File: config.mk
export PLATFORM = sky130hd
export DESIGN_NAME = tfsm_top
export DESIGN_NICKNAME = d
export VERILOG_FILES = /design/src/rtl/tfsm_pkg.sv /design/src/rtl/tfsm_ctrl.sv /design/src/rtl/tfsm_dp.sv /design/src/rtl/tfsm_top.sv
export SDC_FILE = /design/constraint.sdc
export NUM_CORES = 2
export LEC_CHECK = 0
export BUFFER_PORTS_ARGS = -buffer_cell sky130_fd_sc_hd__clkbuf_2
export CAP_MARGIN = 30
export CORE_ASPECT_RATIO = 1.2
export CORE_MARGIN = 4
export CORE_UTILIZATION = 45
export CTS_BUF_LIST = sky130_fd_sc_hd__clkbuf_2 sky130_fd_sc_hd__clkbuf_4 sky130_fd_sc_hd__clkbuf_8
export DETAILED_ROUTE_END_ITERATION = 16
export PLACE_DENSITY = 0.69
export RECOVER_POWER = 25
export SLEW_MARGIN = 5
export SYNTH_ARGS = -nofsm -noshare
export SYNTH_HDL_FRONTEND = slang
export SYNTH_HIERARCHICAL = 1
export SYNTH_SLANG_ARGS = --single-unit
File: constraint.sdc
create_clock -name clk -period 2.3 [get_ports clk]
set_input_delay 0.345 -clock clk [delete_from_list [all_inputs] [get_ports clk]]
set_output_delay 0.345 -clock clk [all_outputs]
set_load 0.1 [all_outputs]
File: src/rtl/tfsm_pkg.sv
package tfsm_pkg;
  localparam int HOST_AW = 4;
  localparam int HOST_DW = 16;
  localparam logic [HOST_AW-1:0] REG_PTR  = 4'd0;
  localparam logic [HOST_AW-1:0] REG_DATA = 4'd1;
  localparam logic [HOST_AW-1:0] REG_RUN  = 4'd2;
  localparam logic [HOST_AW-1:0] REG_INIT = 4'd3;

  typedef struct packed {
    logic tblWe;   // accepted table word write
    logic mapWe;   // line select write
    logic run;     // machine running
  } strobe_t;
endpackage

File: src/rtl/tfsm_ctrl.sv
module tfsm_ctrl
  import tfsm_pkg::*;
#(
  parameter int ADDR_W = 8,
  parameter int ST_W   = 4
) (
  input  logic               clk,
  input  logic               rstN,
  input  logic               hostWe,
  input  logic [HOST_AW-1:0] hostAddr,
  input  logic [HOST_DW-1:0] hostWdata,
  output strobe_t            strb,
  output logic [ADDR_W-1:0]  tblPtr,
  output logic [ST_W-1:0]    initState
);
  logic runQ;

  always_ff @(posedge clk or negedge rstN) begin
    if (!rstN) begin
      tblPtr    <= '0;
      runQ      <= 1'b0;
      initState <= '0;
    end else if (hostWe) begin
      case (hostAddr)
        REG_PTR:  tblPtr <= hostWdata[ADDR_W-1:0];
        REG_DATA: if (!runQ) tblPtr <= tblPtr + 1'b1;
        REG_RUN:  runQ <= hostWdata[0];
        REG_INIT: initState <= hostWdata[ST_W-1:0];
        default:  ;
      endcase
    end
  end

  always_comb begin
    strb.tblWe = hostWe && (hostAddr == REG_DATA) && !runQ;
    strb.mapWe = hostWe && hostAddr[HOST_AW-1];
    strb.run   = runQ;
  end
endmodule

File: src/rtl/tfsm_dp.sv
module tfsm_dp
  import tfsm_pkg::*;
#(
  parameter int ST_W  = 4,
  parameter int IN_W  = 4,
  parameter int OUT_W = 8,
  parameter int LINES = 8,
  localparam int ADDR_W = ST_W + IN_W,
  localparam int WORD_W = ST_W + OUT_W,
  localparam int TBL_D  = 1 << ADDR_W,
  localparam int BIT_W  = $clog2(OUT_W),
  localparam int SEL_W  = BIT_W + 1,
  localparam int LIDX_W = $clog2(LINES)
) (
  input  logic              clk,
  input  logic              rstN,
  input  strobe_t           strb,
  input  logic [ADDR_W-1:0] tblPtr,
  input  logic [WORD_W-1:0] tblWord,
  input  logic [ST_W-1:0]   initState,
  input  logic [LIDX_W-1:0] mapIdx,
  input  logic [SEL_W-1:0]  mapSel,
  input  logic [IN_W-1:0]   fsmIn,
  output logic [ST_W-1:0]   stateQ,
  output logic [LINES-1:0]  ctrlLines
);
  localparam logic [SEL_W-1:0] ZERO_CODE = SEL_W'(OUT_W);

  logic [WORD_W-1:0] tbl [TBL_D];
  logic [IN_W-1:0]   syncA, syncB;
  logic [OUT_W-1:0]  rawQ;
  logic [WORD_W-1:0] rdWord;
  logic [SEL_W-1:0]  selQ [LINES];

  always_ff @(posedge clk) begin
    if (strb.tblWe) tbl[tblPtr] <= tblWord;
  end

  assign rdWord = tbl[{stateQ, syncB}];

  always_ff @(posedge clk or negedge rstN) begin
    if (!rstN) begin
      syncA  <= '0;
      syncB  <= '0;
      stateQ <= '0;
      rawQ   <= '0;
    end else begin
      syncA <= fsmIn;
      syncB <= syncA;
      if (strb.run) begin
        stateQ <= rdWord[WORD_W-1:OUT_W];
        rawQ   <= rdWord[OUT_W-1:0];
      end else begin
        stateQ <= initState;
        rawQ   <= '0;
      end
    end
  end

  always_ff @(posedge clk or negedge rstN) begin
    if (!rstN) begin
      for (int i = 0; i < LINES; i++) selQ[i] <= ZERO_CODE;
    end else if (strb.mapWe) begin
      selQ[mapIdx] <= mapSel;
    end
  end

  for (genvar g = 0; g < LINES; g++) begin : g_line
    assign ctrlLines[g] = (selQ[g] < ZERO_CODE) ? rawQ[selQ[g][BIT_W-1:0]] : 1'b0;
  end
endmodule

File: src/rtl/tfsm_top.sv
module tfsm_top
  import tfsm_pkg::*;
#(
  parameter int ST_W  = 4,
  parameter int IN_W  = 4,
  parameter int OUT_W = 8,
  parameter int LINES = 8,
  localparam int ADDR_W = ST_W + IN_W,
  localparam int WORD_W = ST_W + OUT_W,
  localparam int SEL_W  = $clog2(OUT_W) + 1,
  localparam int LIDX_W = $clog2(LINES)
) (
  input  logic               clk,
  input  logic               rstN,
  input  logic               hostWe,
  input  logic [HOST_AW-1:0] hostAddr,
  input  logic [HOST_DW-1:0] hostWdata,
  input  logic [IN_W-1:0]    fsmIn,
  output logic [LINES-1:0]   ctrlLines,
  output logic [ST_W-1:0]    stateOut
);
  strobe_t           strb;
  logic [ADDR_W-1:0] tblPtr;
  logic [ST_W-1:0]   initState;

  tfsm_ctrl #(.ADDR_W(ADDR_W), .ST_W(ST_W)) u_ctrl (
    .clk(clk), .rstN(rstN), .hostWe(hostWe), .hostAddr(hostAddr),
    .hostWdata(hostWdata), .strb(strb), .tblPtr(tblPtr), .initState(initState)
  );

  tfsm_dp #(.ST_W(ST_W), .IN_W(IN_W), .OUT_W(OUT_W), .LINES(LINES)) u_dp (
    .clk(clk), .rstN(rstN), .strb(strb), .tblPtr(tblPtr),
    .tblWord(hostWdata[WORD_W-1:0]), .initState(initState),
    .mapIdx(hostAddr[LIDX_W-1:0]), .mapSel(hostWdata[SEL_W-1:0]),
    .fsmIn(fsmIn), .stateQ(stateOut), .ctrlLines(ctrlLines)
  );
endmodule

# After elaboration in Yosys (flattened, before gate mapping)
# Memories as Yosys holds them, arrays and structs flattened.
# Index checks and enable logic that the tools add are counted.
dict set report totals {
  reg_bits 65
  latch_bits 0
  ram_bits 3072
  romBits 0
  inputBits 27
  out_inout_bits 12
  n_memories 1
}
dict set report op_classes {
  add_sub_neg 1
  n_mul 0
  div 0
  magnitude_cmp 18
  eq_ne 4
  shift 0
  n_mux 33
  n_bitwise 1
  reduce_logical 10
}
# name depth width read_ports rd_clocked_by_memory_dff wr line
set memory_table {}
lappend memory_table {u_dp.tbl 256 12 1 0 1 tfsm_dp.sv:29} ;# logic [WORD_W-1:0] tbl [TBL_D];
# op count
set op_table {}
lappend op_table {{$bwmux W32} 1}
lappend op_table {{$lt A3 B4 Y1 const B} 8}
lappend op_table {{$lt A4 B4 Y1 const B} 8}
lappend op_table {{$bmux W1 S3} 8}
lappend op_table {{$mux W1} 18}
lappend op_table {{$mux W8} 2}
lappend op_table {{$pmux W8 S2} 1}
lappend op_table {{$demux W4 S3} 1}
lappend op_table {{$add A8 B1 Y8 const B} 1}
lappend op_table {{$eq A4 B2 Y1 const B} 2}
lappend op_table {{$mux W4} 2}
lappend op_table {{$eq A4 B1 Y1 const B} 1}
lappend op_table {{$ge A4 B4 Y1 const B} 1}
lappend op_table {{$logic_and A1 B1 Y1} 4}
lappend op_table {{$logic_not A4 Y1} 1}
lappend op_table {{$lt A4 B1 Y1 const B} 1}
lappend op_table {{$not A3 Y4} 1}
lappend op_table {{$reduce_and A2 Y1} 2}
lappend op_table {{$reduce_and A3 Y1} 1}
lappend op_table {{$ne A2 B2 Y1 const B} 1}
lappend op_table {{$reduce_bool A2 Y1} 1}
lappend op_table {{$logic_not A1 Y1} 1}

# Logic depth before layout (Yosys ltp)
dict set report logic_depth {
  depth_word 6
  mapped_depth 12
}

# By module
# The synthesis kept the hierarchy.
# mod instances cells_each area_per_inst_um2 seq_area_each_um2
set by_module_without_submodules {}
lappend by_module_without_submodules {tfsm_dp 1 5471 121195.0 93559.7}
lappend by_module_without_submodules {tfsm_ctrl 1 72 759.5 325.3}

# Worst setup path before layout
# No wires, ideal clock.
dict set report synth_timing {
  path_kind {register -> register}
  startpoint {register u_dp.stateQ[0]}
  endpoint {register u_dp.stateQ[0]}
  setup_time_ps 140
  t_arrival_ps 2881
  slack_ps -721
  stages_incl_launch_ff 10
  period_less_slack_ps 3021
  cell_sequence {dfrtp_1 > buf_2 > buf_2 > clkbuf_1 > mux4_2 > mux2_2 > a221oi_1 > a211oi_1 > o2111ai_1 > o221ai_1}
}
dict set report synth_via {
  elab_chain_cells 2
}
# item line
set synth_lines {}
lappend synth_lines {{from (decl)} tfsm_dp.sv:24} ;# output logic [ST_W-1:0] stateQ,
lappend synth_lines {{from (signal assigned)} tfsm_dp.sv:51} ;# stateQ <= rdWord[WORD_W-1:OUT_W];
lappend synth_lines {{from (signal assigned)} tfsm_dp.sv:54} ;# stateQ <= initState;
lappend synth_lines {{$mem_v2 Z256 W12} -}
lappend synth_lines {{$mux W4} tfsm_dp.sv:50} ;# if (strb.run) begin
# No other way between the ends.
# A chain may end at the register's enable or synchronous reset.

# Worst setup path in the final report
dict set report layout_timing {
  startpoint {register u_dp.syncB[0]}
  endpoint {register u_dp.rawQ[2]}
}
dict set report layout_via {
  elab_chain_cells 2
}
# item line
set layout_lines {}
lappend layout_lines {{from (decl)} tfsm_dp.sv:30} ;# logic [IN_W-1:0] syncA, syncB;
lappend layout_lines {{from (signal assigned)} tfsm_dp.sv:49} ;# syncB <= syncA;
lappend layout_lines {{$mem_v2 Z256 W12} -}
lappend layout_lines {{$mux W8} tfsm_dp.sv:50}
lappend layout_lines {{to (signal assigned)} tfsm_dp.sv:52} ;# rawQ <= rdWord[OUT_W-1:0];
lappend layout_lines {{to (decl)} tfsm_dp.sv:31} ;# logic [OUT_W-1:0] rawQ;
# No other way between the ends.

==> flow_summary_export.csv <==
group,metric,value,unit
global_route,grt_pass1_vias,66381,
logic_synthesis,netlist_area,122000,sq um
cts,clockRootBuffer,"clkbuf_8",
worst_setup_path,rr_worst_depth,9,
logic_synthesis,synth_flop_cell,"edfxtp_1",
place,io_buffers,34,
die,die_h,578,um
status,violations,"capacitance limit, slew limit, setup timing",
layout,final_cell_mix,"3,072 x edfxtp_1, 744 x mux4_2, 697 x buf_4, 471 x clkbuf_8, 332 x buf_12",
logic_synthesis,synth_cell_type_count,74,
logic_synthesis,syn_inst,5543,
worst_setup_path,slowest_stage,"mux4_2",
global_route,antenna_found_initial,11,
routing,drt-total-wl,343,mm
global_route,grt_max_degree,109,
die,dieArea,279000,sq um
routing,postRouteAntennaNets,0,
timing,finalCriticalPeriod,3040,ps
timing,setup_slack,-740,ps
cts,numCtsBuffers,454,
timing,worst_slew_pin_slew,2380,ps
die,ioPinCount,39,
power,p_per_area,862,nW/um^2
global_route,use_met3,4.27,%
global_route,top_usage_layer,"met2",
layout,drive_gt1_share,40.8,%
routing,dr.first_iter.drc_count,8107,
timing,setup_tns,-27950,ps
cts,htree_levels,5,
global_route,grt_pass1_wl,485,mm
logic_synthesis,yosys_warnings,6,
status,outcome,"finished, violations left",
worst_setup_path,cp_cell_sequence,"buf_12 > buf_16 > clkbuf_16 > mux4_2 > mux4_2 > o22a_1 > a21oi_1 > buf_4 > o22ai_2",
power,power_leakage,48.8,nW
die,start_util,45.2,%
worst_setup_path,r2r_start,"u_dp/syncB[0]$_DFF_PN0_",
hold_path,hold_start,"fsmIn[1]",
worst_setup_path,path_class,"reg2reg",
routing,via_per_inst,5.99,
logic_synthesis,syn_nets,5571,
worst_setup_path,crit_required,3180,ps
routing,drc_errors,0,
worst_setup_path,cp_max_fo,7,
power,total_power,128,mW
die,die_width,483,um
logic_synthesis,synthTopCellsByArea,"edfxtp_1 76%, mux4_2 14%, mux2i_1 2.3%",
place,gp_congestion,0.944,
logic_synthesis,yosysSeqAreaShare,77.0,%
worst_setup_path,arrival,3920,ps
place,dpl_cell_area,137000,sq um
hold_path,hold-path-endpoint,"u_dp/syncA[1]$_DFF_PN0_",
routing,via_count,64907,
logic_synthesis,synth_edf_count,3072,
global_route,grt_remaining_overflow,0,
worst_setup_path,slowest_delay,570,ps
logic_synthesis,ys_ff_latch,3137,
layout,layout.nets,6898,
logic_synthesis,yosysTopAreaCell,"edfxtp_1",
global_route,use_met1,30.4,%
logic_synthesis,synthArstFlopShare,2.07,%
timing,setup_viol,191,
worst_setup_path,worst_setup_path_start_kind,"flop",
worst_setup_path,reg2reg_to,"u_dp/rawQ[2]$_DFF_PN0_",
cts,cts.clk_slew.worst_paths,60,ps
place,hpwl,222,mm
timing,slew_viol_final,610,
timing,rsz0062_at_grt,"yes",
logic_synthesis,syn_area_per_cell,22.0,sq um
routing,avgRoutedWirePerCell,31.6,um
cts,numClockSinks,3137,
die,rows,209,
global_route,grt_usage,24.0,%
timing,timing.final.crit_share,132,%
timing,hold_viol_final,0,
flow_run,maxCapViolCount,9,
cts,cts_tree,"built",
hold_path,hold_path.class,"in2reg",
worst_setup_path,r2r_slack,-740,ps
routing,drtPass1Iterations,6,
timing,max_freq,329,MHz
timing,finClkSkew,59.3,ps
die,core-area,270000,sq um
timing,slew_headroom,-58.6,%
layout,syn_to_final_growth,21.9,%
cts,cts_buffer_depth,4,
logic_synthesis,netlist.area_leader.share,75.6,%
worst_setup_path,cp-end-kind,"flop",
worst_setup_path,cp_common_cell,"mux4_2",
layout,final_common_cell,"edfxtp_1",
hold_path,whs_path_depth,2,
global_route,met2_usage,40.3,%
layout,final_area,149000,sq um
power,irDropWorstVdd,0.656,mV
cts,clk_latency,1050,ps
[synth_stat cells (13+ instances only)]
| library cell | instances |
|---|---|
| o21ai_0 | 46 |
| o221ai_1 | 34 |
| a22oi_1 | 38 |
| mux2i_1 | 279 |
| a211oi_1 | 34 |
| mux2_2 | 64 |
| clkbuf_1 | 105 |
| buf_8 | 13 |
| nor2_1 | 316 |
| o22ai_1 | 71 |
| a221oi_1 | 43 |
| o22a_1 | 22 |
| nand3_1 | 39 |
| buf_6 | 50 |
| mux4_2 | 744 |
| dfrtp_1 | 57 |
| nand4_1 | 22 |
| buf_2 | 87 |
| o211ai_1 | 15 |
| nand2_1 | 111 |
| a21oi_1 | 33 |
| buf_4 | 47 |
| nor2b_1 | 19 |
| edfxtp_1 | 3072 |
[per-layer routing]
metal,routed length (um),up-vias
li1,-,26193
met1,122000,34304
met2,172000,3664
met3,29400,746
met4,19500,0
met5,0,-
[area by class of cell]
| cell class | count | area [sq um] |
|---|---|---|
| clock buffer | 598 | 7420 |
| inverter | 7 | 38.8 |
| clock inverter | 229 | 1650 |
| tap | 3587 | 4490 |
| antenna | 8 | 20.0 |
| multi-input combinational | 2080 | 27200 |
| sequential | 3137 | 93900 |
| timing repair buffer | 1190 | 13900 |
| fill | 19598 | 121000 |
[state kept, by name, indices dropped and copies added (netlist names)]
name              flops
u_dp/rawQ             8
u_dp/syncB            4
u_ctrl/runQ           1
u_ctrl/initState      4
u_ctrl/tblPtr         8
u_dp/stateQ           4
u_dp/syncA            4
u_dp/selQ            32
u_dp/tbl           3072
[worst max path at each step]
stage	start	to	slack, ps	depth (start not counted)
final	u_dp/syncB[0]$_DFF_PN0_	u_dp/rawQ[2]$_DFF_PN0_	-740	9
after global routing	u_dp/syncB[0]$_DFF_PN0_	u_dp/rawQ[2]$_DFF_PN0_	-730	9
after CTS	u_dp/syncB[0]$_DFF_PN0_	u_dp/rawQ[1]$_DFF_PN0_	-690	9
after detailed placement	u_dp/syncB[1]$_DFF_PN0_	u_dp/rawQ[1]$_DFF_PN0_	-1140	10
after global placement	u_dp/syncB[1]$_DFF_PN0_	u_dp/rawQ[1]$_DFF_PN0_	-1130	10
after floorplan	u_ctrl/tblPtr[2]$_DFFE_PN0P_	u_dp/tbl[231][0]$_DFFE_PP_	-110	6
[timing repair]
item,CTS,global route
buffers inserted,41,16
pin swaps,19,39
resized for setup,211,109
hold buffers,26,0
hold endpoints to repair,769,0
setup endpoints to repair,48,350
cloned,8,10
[where the power goes]
group          internal (mW)  switching, mW  total, mW
registers               63.1          0.579       63.7
clock network           23.5           21.0       44.6
logic                   8.25           11.7       19.9
[per-stage QoR]
step	hold slack, ps	util, %	worst slack (ps)	cells
2_1_floorplan	49.4	-	-110	5543
4_1_cts	41.6	54.9	-695	10807
3_5_place_dp	335	50.9	-1140	9909
6_report	84.3	55.1	-740	10836
3_3_place_gp	334	50.9	-1130	9909
5_1_grt	53.0	55.1	-730	10831
[worst max-delay path: cells and delay by family, from the launching register on]
| family | cells | cell delay [ps] |
|---|---|---|
| AOI/OAI and AO/OA | 3 | 510 |
| buffers and inverters | 4 | 790 |
| DFF | 1 | 480 |
| muxes | 2 | 1110 |
[cell families (layout without fill, tap and decap cells)]
family | after synthesis | count (layout) | share of synthesized area, %
DFF | 3137 | 3137 | 77.0
buffers and inverters | 326 | 2024 | 1.76
other | 0 | 8 | 0
muxes | 1087 | 1087 | 16.6
adders and majority gates | 1 | 1 | 0.0103
AOI/OAI and AO/OA | 415 | 415 | 2.52
and+or+nand+nor | 577 | 577 | 2.11
(Power assumes the default switching activity.)
